$ cat src/rtl/scg_pkg.sv
package scg_pkg;

    typedef enum logic [2:0] {
        CMD_NOP = 3'd0,
        CMD_ACT = 3'd1,
        CMD_RD  = 3'd2,
        CMD_WR  = 3'd3,
        CMD_PRE = 3'd4,
        CMD_BST = 3'd5,
        CMD_REF = 3'd6,
        CMD_RSV = 3'd7
    } scg_cmd_e;

    typedef enum logic {
        BANK_IDLE,
        BANK_OPEN
    } bank_state_e;

    typedef enum logic {
        DEV_RUN,
        DEV_REFRESH
    } dev_state_e;

    // Round a picosecond minimum up to whole clocks, never below one.
    function automatic int ps_to_cyc(input int t_ps, input int tck_ps);
        int c;
        c = (t_ps + tck_ps - 1) / tck_ps;
        return (c < 1) ? 1 : c;
    endfunction

    function automatic int imax(input int a, input int b);
        return (a > b) ? a : b;
    endfunction

endpackage

$ cat src/rtl/scg_down_ctr.sv
module scg_down_ctr #(
    parameter int W = 4
) (
    input  logic         clk,
    input  logic         rst_n,
    input  logic         load,
    input  logic [W-1:0] load_val,
    output logic         is_zero
);

    logic [W-1:0] cnt;

    always_ff @(posedge clk or negedge rst_n) begin
        if (!rst_n) begin
            cnt <= '0;
        end else if (load) begin
            cnt <= load_val;
        end else if (cnt != '0) begin
            cnt <= cnt - 1'b1;
        end
    end

    assign is_zero = (cnt == '0);

endmodule

$ cat src/rtl/scg_bank_track.sv
module scg_bank_track
    import scg_pkg::*;
#(
    parameter int CW       = 5,
    parameter int MW       = 16,
    parameter int RCD_C    = 4,
    parameter int RP_C     = 4,
    parameter int RAS_C    = 9,
    parameter int RC_C     = 12,
    parameter int WRPRE_C  = 3,
    parameter int RASMAX_C = 20000
) (
    input  logic       clk,
    input  logic       rst_n,
    input  logic       hit,
    input  logic [2:0] cmd,
    output logic       act_ready,
    output logic       col_ready,
    output logic       pre_ready,
    output logic       settled_idle,
    output logic       must_pre
);

    localparam logic [CW-1:0] RCD_LD   = CW'(RCD_C - 1);
    localparam logic [CW-1:0] RP_LD    = CW'(RP_C - 1);
    localparam logic [CW-1:0] RAS_LD   = CW'(RAS_C - 1);
    localparam logic [CW-1:0] RC_LD    = CW'(RC_C - 1);
    localparam logic [CW-1:0] WRPRE_LD = CW'(WRPRE_C - 1);
    localparam logic [MW-1:0] RMAX_LD  = MW'(RASMAX_C - 1);

    bank_state_e state, state_nx;

    logic do_act, do_pre, do_wr;
    logic rcd_z, rp_z, ras_z, rc_z, wrpre_z, rmax_z;

    assign do_act = hit && (cmd == CMD_ACT);
    assign do_pre = hit && (cmd == CMD_PRE) && (state == BANK_OPEN);
    assign do_wr  = hit && (cmd == CMD_WR);

    scg_down_ctr #(.W(CW)) u_rcd (
        .clk(clk), .rst_n(rst_n), .load(do_act), .load_val(RCD_LD), .is_zero(rcd_z));
    scg_down_ctr #(.W(CW)) u_rp (
        .clk(clk), .rst_n(rst_n), .load(do_pre), .load_val(RP_LD), .is_zero(rp_z));
    scg_down_ctr #(.W(CW)) u_ras (
        .clk(clk), .rst_n(rst_n), .load(do_act), .load_val(RAS_LD), .is_zero(ras_z));
    scg_down_ctr #(.W(CW)) u_rc (
        .clk(clk), .rst_n(rst_n), .load(do_act), .load_val(RC_LD), .is_zero(rc_z));
    scg_down_ctr #(.W(CW)) u_wrpre (
        .clk(clk), .rst_n(rst_n), .load(do_wr), .load_val(WRPRE_LD), .is_zero(wrpre_z));
    scg_down_ctr #(.W(MW)) u_rmax (
        .clk(clk), .rst_n(rst_n), .load(do_act), .load_val(RMAX_LD), .is_zero(rmax_z));

    // State register
    always_ff @(posedge clk or negedge rst_n) begin
        if (!rst_n) begin
            state <= BANK_IDLE;
        end else begin
            state <= state_nx;
        end
    end

    // Transitions: IDLE --ACTIVE--> OPEN, OPEN --PRECHARGE--> IDLE
    always_comb begin
        state_nx = state;
        unique case (state)
            BANK_IDLE: if (do_act) state_nx = BANK_OPEN;
            BANK_OPEN: if (do_pre) state_nx = BANK_IDLE;
            default:   state_nx = BANK_IDLE;
        endcase
    end

    // Readiness per state
    always_comb begin
        act_ready    = 1'b0;
        col_ready    = 1'b0;
        pre_ready    = 1'b0;
        settled_idle = 1'b0;
        must_pre     = 1'b0;
        unique case (state)
            BANK_IDLE: begin
                act_ready    = rp_z && rc_z;
                pre_ready    = 1'b1;
                settled_idle = rp_z;
            end
            BANK_OPEN: begin
                col_ready = rcd_z;
                pre_ready = ras_z && wrpre_z;
                must_pre  = rmax_z;
            end
            default: ;
        endcase
    end

endmodule

$ cat src/rtl/scg_device_track.sv
module scg_device_track
    import scg_pkg::*;
#(
    parameter int CW      = 5,
    parameter int BL      = 2,
    parameter int RRD_C   = 3,
    parameter int RFC_C   = 13,
    parameter int WRRD_C  = 2,
    parameter int WRBST_C = 2
) (
    input  logic       clk,
    input  logic       rst_n,
    input  logic       issue,
    input  logic [2:0] cmd,
    input  logic       cas_lat_3,
    output logic       act_ok,
    output logic       rd_ok,
    output logic       wr_ok,
    output logic       bst_ok,
    output logic       ref_ok
);

    localparam logic [CW-1:0] RRD_LD   = CW'(RRD_C - 1);
    localparam logic [CW-1:0] RFC_LD   = CW'(RFC_C - 1);
    localparam logic [CW-1:0] WRRD_LD  = CW'(WRRD_C - 1);
    localparam logic [CW-1:0] WRBST_LD = CW'(WRBST_C - 1);
    localparam logic [CW-1:0] RDWR3_LD = CW'(3 + BL - 1);
    localparam logic [CW-1:0] RDWR2_LD = CW'(2 + BL - 1);

    dev_state_e state, state_nx;

    logic do_act, do_ref, do_wr, do_rd;
    logic rrd_z, rfc_z, wrrd_z, rdwr_z, wrbst_z;
    logic [CW-1:0] rdwr_ld;

    assign do_act  = issue && (cmd == CMD_ACT);
    assign do_ref  = issue && (cmd == CMD_REF);
    assign do_wr   = issue && (cmd == CMD_WR);
    assign do_rd   = issue && (cmd == CMD_RD);
    assign rdwr_ld = cas_lat_3 ? RDWR3_LD : RDWR2_LD;

    scg_down_ctr #(.W(CW)) u_rrd (
        .clk(clk), .rst_n(rst_n), .load(do_act), .load_val(RRD_LD), .is_zero(rrd_z));
    scg_down_ctr #(.W(CW)) u_rfc (
        .clk(clk), .rst_n(rst_n), .load(do_ref), .load_val(RFC_LD), .is_zero(rfc_z));
    scg_down_ctr #(.W(CW)) u_wrrd (
        .clk(clk), .rst_n(rst_n), .load(do_wr), .load_val(WRRD_LD), .is_zero(wrrd_z));
    scg_down_ctr #(.W(CW)) u_rdwr (
        .clk(clk), .rst_n(rst_n), .load(do_rd), .load_val(rdwr_ld), .is_zero(rdwr_z));
    scg_down_ctr #(.W(CW)) u_wrbst (
        .clk(clk), .rst_n(rst_n), .load(do_wr), .load_val(WRBST_LD), .is_zero(wrbst_z));

    // State register
    always_ff @(posedge clk or negedge rst_n) begin
        if (!rst_n) begin
            state <= DEV_RUN;
        end else begin
            state <= state_nx;
        end
    end

    // Transitions: RUN --REFRESH--> REFRESH, REFRESH --window done--> RUN
    always_comb begin
        state_nx = state;
        unique case (state)
            DEV_RUN:     if (do_ref) state_nx = DEV_REFRESH;
            DEV_REFRESH: if (!do_ref && rfc_z) state_nx = DEV_RUN;
            default:     state_nx = DEV_RUN;
        endcase
    end

    always_comb begin
        act_ok = 1'b0;
        ref_ok = 1'b0;
        unique case (state)
            DEV_RUN: begin
                act_ok = rrd_z;
                ref_ok = 1'b1;
            end
            DEV_REFRESH: begin
                act_ok = rfc_z && rrd_z;
                ref_ok = rfc_z;
            end
            default: ;
        endcase
        rd_ok  = wrrd_z;
        wr_ok  = rdwr_z;
        bst_ok = wrbst_z;
    end

endmodule

$ cat src/rtl/sdram_cmd_guard.sv
module sdram_cmd_guard
    import scg_pkg::*;
#(
    parameter int NUM_BANKS    = 4,
    parameter int BANK_W       = $clog2(NUM_BANKS),
    parameter int BURST_LEN    = 2,
    parameter int T_CK_PS      = 5000,
    parameter int T_RRD_PS     = 12000,
    parameter int T_RCD_PS     = 18000,
    parameter int T_RP_PS      = 18000,
    parameter int T_RAS_PS     = 42000,
    parameter int T_RC_PS      = 60000,
    parameter int T_RFC_PS     = 63000,
    parameter int T_RAS_MAX_PS = 100_000_000,
    parameter int CDL_CLK      = 1,
    parameter int RDL_CLK      = 2,
    parameter int BDL_CLK      = 1
) (
    input  logic                 clk,
    input  logic                 rst_n,
    input  logic [2:0]           req_cmd,
    input  logic [BANK_W-1:0]    req_bank,
    input  logic                 req_issue,
    input  logic                 cas_lat_3,
    output logic [7:0]           cmd_ok,
    output logic [NUM_BANKS-1:0] must_pre
);

    localparam int RRD_C    = ps_to_cyc(T_RRD_PS, T_CK_PS);
    localparam int RCD_C    = ps_to_cyc(T_RCD_PS, T_CK_PS);
    localparam int RP_C     = ps_to_cyc(T_RP_PS, T_CK_PS);
    localparam int RAS_C    = ps_to_cyc(T_RAS_PS, T_CK_PS);
    localparam int RC_C     = ps_to_cyc(T_RC_PS, T_CK_PS);
    localparam int RFC_C    = ps_to_cyc(T_RFC_PS, T_CK_PS);
    localparam int RASMAX_C = ps_to_cyc(T_RAS_MAX_PS, T_CK_PS);
    localparam int WRRD_C   = BURST_LEN - 1 + CDL_CLK;
    localparam int WRPRE_C  = BURST_LEN - 1 + RDL_CLK;
    localparam int WRBST_C  = BURST_LEN - 1 + BDL_CLK;
    localparam int RDWR_C   = 3 + BURST_LEN;
    localparam int SHORT_MAX = imax(imax(imax(RRD_C, RCD_C), imax(RP_C, RAS_C)),
                                    imax(imax(RC_C, RFC_C),
                                         imax(imax(WRRD_C, WRPRE_C), imax(WRBST_C, RDWR_C))));
    localparam int CW = $clog2(SHORT_MAX + 1);
    localparam int MW = $clog2(RASMAX_C + 1);

    logic [NUM_BANKS-1:0] b_act, b_col, b_pre, b_settled;
    logic dev_act, dev_rd, dev_wr, dev_bst, dev_ref;

    for (genvar g = 0; g < NUM_BANKS; g++) begin : g_bank
        logic hit;
        assign hit = req_issue && (req_bank == BANK_W'(g));
        scg_bank_track #(
            .CW(CW), .MW(MW),
            .RCD_C(RCD_C), .RP_C(RP_C), .RAS_C(RAS_C), .RC_C(RC_C),
            .WRPRE_C(WRPRE_C), .RASMAX_C(RASMAX_C)
        ) u_bank (
            .clk(clk), .rst_n(rst_n), .hit(hit), .cmd(req_cmd),
            .act_ready(b_act[g]), .col_ready(b_col[g]), .pre_ready(b_pre[g]),
            .settled_idle(b_settled[g]), .must_pre(must_pre[g])
        );
    end

    scg_device_track #(
        .CW(CW), .BL(BURST_LEN), .RRD_C(RRD_C), .RFC_C(RFC_C),
        .WRRD_C(WRRD_C), .WRBST_C(WRBST_C)
    ) u_dev (
        .clk(clk), .rst_n(rst_n), .issue(req_issue), .cmd(req_cmd),
        .cas_lat_3(cas_lat_3),
        .act_ok(dev_act), .rd_ok(dev_rd), .wr_ok(dev_wr),
        .bst_ok(dev_bst), .ref_ok(dev_ref)
    );

    // Output process: per-command verdict for the proposed bank
    always_comb begin
        cmd_ok          = '0;
        cmd_ok[CMD_NOP] = 1'b1;
        cmd_ok[CMD_ACT] = b_act[req_bank] && dev_act;
        cmd_ok[CMD_RD]  = b_col[req_bank] && dev_rd;
        cmd_ok[CMD_WR]  = b_col[req_bank] && dev_wr;
        cmd_ok[CMD_PRE] = b_pre[req_bank];
        cmd_ok[CMD_BST] = dev_bst;
        cmd_ok[CMD_REF] = (&b_settled) && dev_ref;
        cmd_ok[CMD_RSV] = 1'b0;
    end

endmodule

$ cat config.mk
export PLATFORM = sky130hd
export DESIGN_NAME = sdram_cmd_guard
export DESIGN_NICKNAME = d
export VERILOG_FILES = /design/src/rtl/scg_pkg.sv /design/src/rtl/scg_down_ctr.sv /design/src/rtl/scg_bank_track.sv /design/src/rtl/scg_device_track.sv /design/src/rtl/sdram_cmd_guard.sv
export SDC_FILE = /design/constraint.sdc
export NUM_CORES = 1
export LEC_CHECK = 0
export ABC_AREA = 0
export CAP_MARGIN = 20
export CORE_MARGIN = 2
export CORE_UTILIZATION = 40
export CTS_BUF_LIST = sky130_fd_sc_hd__clkbuf_4 sky130_fd_sc_hd__clkbuf_8
export DETAILED_ROUTE_END_ITERATION = 16
export DONT_BUFFER_PORTS = 1
export HOLD_SLACK_MARGIN = 0.15
export PLACE_DENSITY = 0.6
export SETUP_SLACK_MARGIN = 0.3
export SYNTH_ARGS = -nofsm -noshare
export SYNTH_HDL_FRONTEND = slang
export SYNTH_SLANG_ARGS = --single-unit
$ cat constraint.sdc
create_clock -name clk -period 6.5 [get_ports clk]
set_clock_uncertainty 0.1 [all_clocks]
set_input_delay 0.325 -clock clk [delete_from_list [all_inputs] [get_ports clk]]
set_output_delay 0.325 -clock clk [all_outputs]
set_load 0.01 [all_outputs]
==> flow_summary.yaml <==
timing:
  drv_slew: 0
  rsz0062_at_grt: "false"
  slew_headroom_pct: 26.0
  tightest_slew_ns: 1.10
  final.setup.worst_slack_ns: 3.21
  clock.fmax_mhz: 304
  period_minus_slack_ns: 3.29
  setup_viol: 0
  tns_ns: 0
  finalCritPeriodShare_pct: 50.6
  finalHoldViolations: 0
synthesis:
  synth_most_common_cell: "dfrtp_1"
  synth_area_sq_um: 8870
  synth_commonest_cells: "dfrtp_1, nor2_1, nand2_1, inv_1, a21oi_1"
  synth-seq-cells: 165
  yosys_warnings: 0
  async_reset_ff_share_pct: 100
  avgSynthCellArea_sq_um: 9.40
  yosys.cell_types.count: 68
  synth_area_leaders: "dfrtp_1, ha_1, nor2_1, xnor2_1, a21oi_1"
  ys_seq_area_share_pct: 46.5
  synth_ff_type: "dfrtp_1"
  yosysTopAreaCellShare_pct: 46.5
  syn_inst: 944
  synth_edf_count: 0
  yosys.area.top_type: "dfrtp_1"
  syn_nets: 992
setup_path:
  worstReg2RegStart: "u_dev.u_rdwr.cnt[0]$_DFFE_PN0P_"
  r2r_cells: 7
  critical_path.max_stage_delay_ns: 0.90
  r2r_setup_slack_ns: 4.16
  crit_path_start_kind: "register"
  cp.arrival_ns: 2.86
  crit_start: "g_bank[3].u_bank.u_rp.cnt[0]$_DFFE_PN0P_"
  crit_path_end_kind: "output pin"
  rr_endpoint: "u_dev.u_rdwr.cnt[1]$_DFFE_PN0P_"
  crit_slowest_cell: "a2111oi_1"
  critical_path.max_fanout: 4
  crit_path_end: "cmd_ok[1]"
  path_delay_family: "compound AO/OA/AOI/OAI gates"
  crit_chain: "inv_1, ha_1, or3b_2, nor2_1, a32oi_1, a2111oi_1"
  worstPathRequired_ns: 6.07
  crit_buf_inv: 1
  worstSetupPathType: "reg2out"
  crit_cells: 6
global_routing:
  grt_max_degree: 166
  grt-ovfl-total: 0
  grt_usage_pct: 15.8
  grt_pass1_vias: 6355
  grt_pass1_wl_mm: 30.6
  antenna_found_initial: 0
cts:
  cts.clk_slew.worst_paths_ns: 0.09
  cts_buffer_depth: 2
  post_cts_buffers: 0
  cts-root-buf: "clkbuf_8"
  insertion_delay_ns: 0.46
  cts_buffers: 17
  cts-hold-fix-buffers: 14
  cts_tree: "built"
  cts_max_level: 4
  cts_resized: 0
  clkSinkCount: 165
floorplan:
  start_util_pct: 40.6
  die_w_um: 153
  die_height_um: 153
  core_area_sq_um: 21800
  rows: 54
  fp.dieArea_sq_um: 23400
  ios: 21
cells_and_area:
  post_route_cells_drive_above_1_share_pct: 7.64
  fill_cells: 2094
  final_nets: 1004
  area_growth_pct: 10.4
  antenna_cells: 0
  fin_area_sq_um: 9800
  layout.cells.non_filler: 1249
min_path:
  hold_path_class: "in2reg"
power:
  p_leak_uw: 0.00421
  ir_drop_v: 0.000155
  p_per_area_nw_per_um2: 452
place:
  post_dp_cell_area_sq_um: 9130
  dpl_worst_slack_ns: 3.63
  port_buffers: 0
  globalplace.congestion: 0.776
  dpl.hpwl_mm: 11.7
  dp_cells: 1202
route:
  vias: 6710
  drt-total-wl_mm: 17.6
  drtIter0Drc: 279
  drc: 0
  first_pass_iters: 5
  vias_per_cell: 5.37
  wl_per_cell_um: 14.1
  ant_nets: 0
flow_run:
  maxCapViolCount: 0
run_status:
  status: "finished clean"
-- where the power goes --
part | internal (uW) | switching [uW]
Sequential | 1490 | 411
Clock | 527 | 389
Combinational | 816 | 803
Total | 2830 | 1600
-- area by class of cell --
class                           instances  area, sq um  share of cell area, %
Clock buffer                           20          275                   2.81
Tap cell                              280          350                   3.58
Sequential cell                       165         4130                   42.2
Multi-Input combinational cell        690         4390                   44.8
Inverter                               64          240                   2.45
Clock inverter                         12          224                   2.29
Timing Repair Buffer                   18          191                   1.95
-- per-layer routing --
metal	vias to the layer above	global-route usage, %	wire (um)
li1	3358	-	-
met1	3259	21.9	8820
met2	76	25.1	7990
met3	17	2.75	498
met4	0	5.34	294
met5	-	0	0
-- cells by family (layout without fill, tap and decap cells) --
logic type,Yosys count,in the layout,share of synthesized area [%]
AND/OR/NAND/NOR,443,443,28.0
multiplexers,9,9,1.09
XOR/XNOR,37,37,3.65
buffers and inverters,89,114,4.09
adder cells (fa/ha/maj),39,39,5.50
flip-flops,165,165,46.5
AO/OA/AOI/OAI,160,160,11.0
other,2,2,0.0847
-- worst register-to-register path: stages, from the launching register on --
cell and delay (ns):
dfrtp_1 0.41, inv_1 0.06, ha_1 0.17, nor3b_1 0.50, nor2_1 0.08, a211oi_1 0.24
a21oi_1 0.07, dlygate4sd3_1 0.59
-- state kept, by name, summed over array words and instances (netlist names) --
register / count
u_dev.u_rfc.cnt: 4
g_bank.u_bank.u_rmax.cnt: 60
g_bank.u_bank.u_ras.cnt: 16
u_dev.u_wrbst.cnt: 4
u_dev.u_rdwr.cnt: 4
g_bank.u_bank.u_rp.cnt: 16
u_dev.u_rrd.cnt: 4
g_bank.u_bank.u_wrpre.cnt: 16
u_dev.state: 1
g_bank.u_bank.state: 4
u_dev.u_wrrd.cnt: 4
g_bank.u_bank.u_rcd.cnt: 16
g_bank.u_bank.u_rc.cnt: 16
-- how the worst min path moves through the flow --
stage / startpoint / to / slack (ns) / cells after the start
2_1_floorplan: rst_n / g_bank[0].u_bank.state$_DFF_PN0_ / -0.07 / 0
3_3_place_gp: rst_n / g_bank[0].u_bank.u_rmax.cnt[13]$_DFFE_PN0P_ / -0.06 / 0
3_5_place_dp: rst_n / g_bank[0].u_bank.u_rmax.cnt[13]$_DFFE_PN0P_ / -0.06 / 0
4_1_cts: req_cmd[2] / u_dev.u_wrrd.cnt[3]$_DFFE_PN0P_ / 0.15 / 2
5_1_grt: req_cmd[2] / u_dev.u_wrrd.cnt[3]$_DFFE_PN0P_ / 0.16 / 2
6_report: req_cmd[2] / u_dev.u_wrrd.cnt[3]$_DFFE_PN0P_ / 0.17 / 2
-- metrics by stage --
step	utilization (%)	total power [uW]	hold slack, ns
6_report	44.9	4430	0.175
5_1_grt	44.9	4850	0.164
4_1_cts	44.8	4480	0.150
3_5_place_dp	41.8	3500	-0.0628
3_3_place_gp	41.8	3440	-0.0624
2_1_floorplan	-	3160	-0.0706
-- cell usage in the layout, fill, tap and decap left out, types with 3 or more instances in the layout --
cell type / instances
nor4b_1: 5
dlygate4sd3_1: 13
o31ai_1: 9
o21ai_0: 43
buf_4: 3
or3b_2: 14
or4b_1: 4
ha_1: 39
nand3_1: 19
xnor2_1: 35
o211ai_1: 6
nand2_1: 77
nor3b_1: 11
mux2i_1: 4
and4_1: 3
clkbuf_8: 20
inv_1: 64
nor4_1: 12
a21oi_1: 59
nand4_1: 10
bufinv_16: 6
nor3_1: 46
mux2_2: 5
a211oi_1: 10
a211o_1: 15
a31o_2: 3
or4_1: 9
nor4bb_1: 4
or2_2: 4
nor2_1: 90
and3_1: 8
dfrtp_1: 165
nand3b_1: 21
clkinv_4: 3
nand2b_1: 35
and2_1: 9
nor2b_1: 7
or3_1: 36
Note: power is estimated with default switching activity, not from simulation.
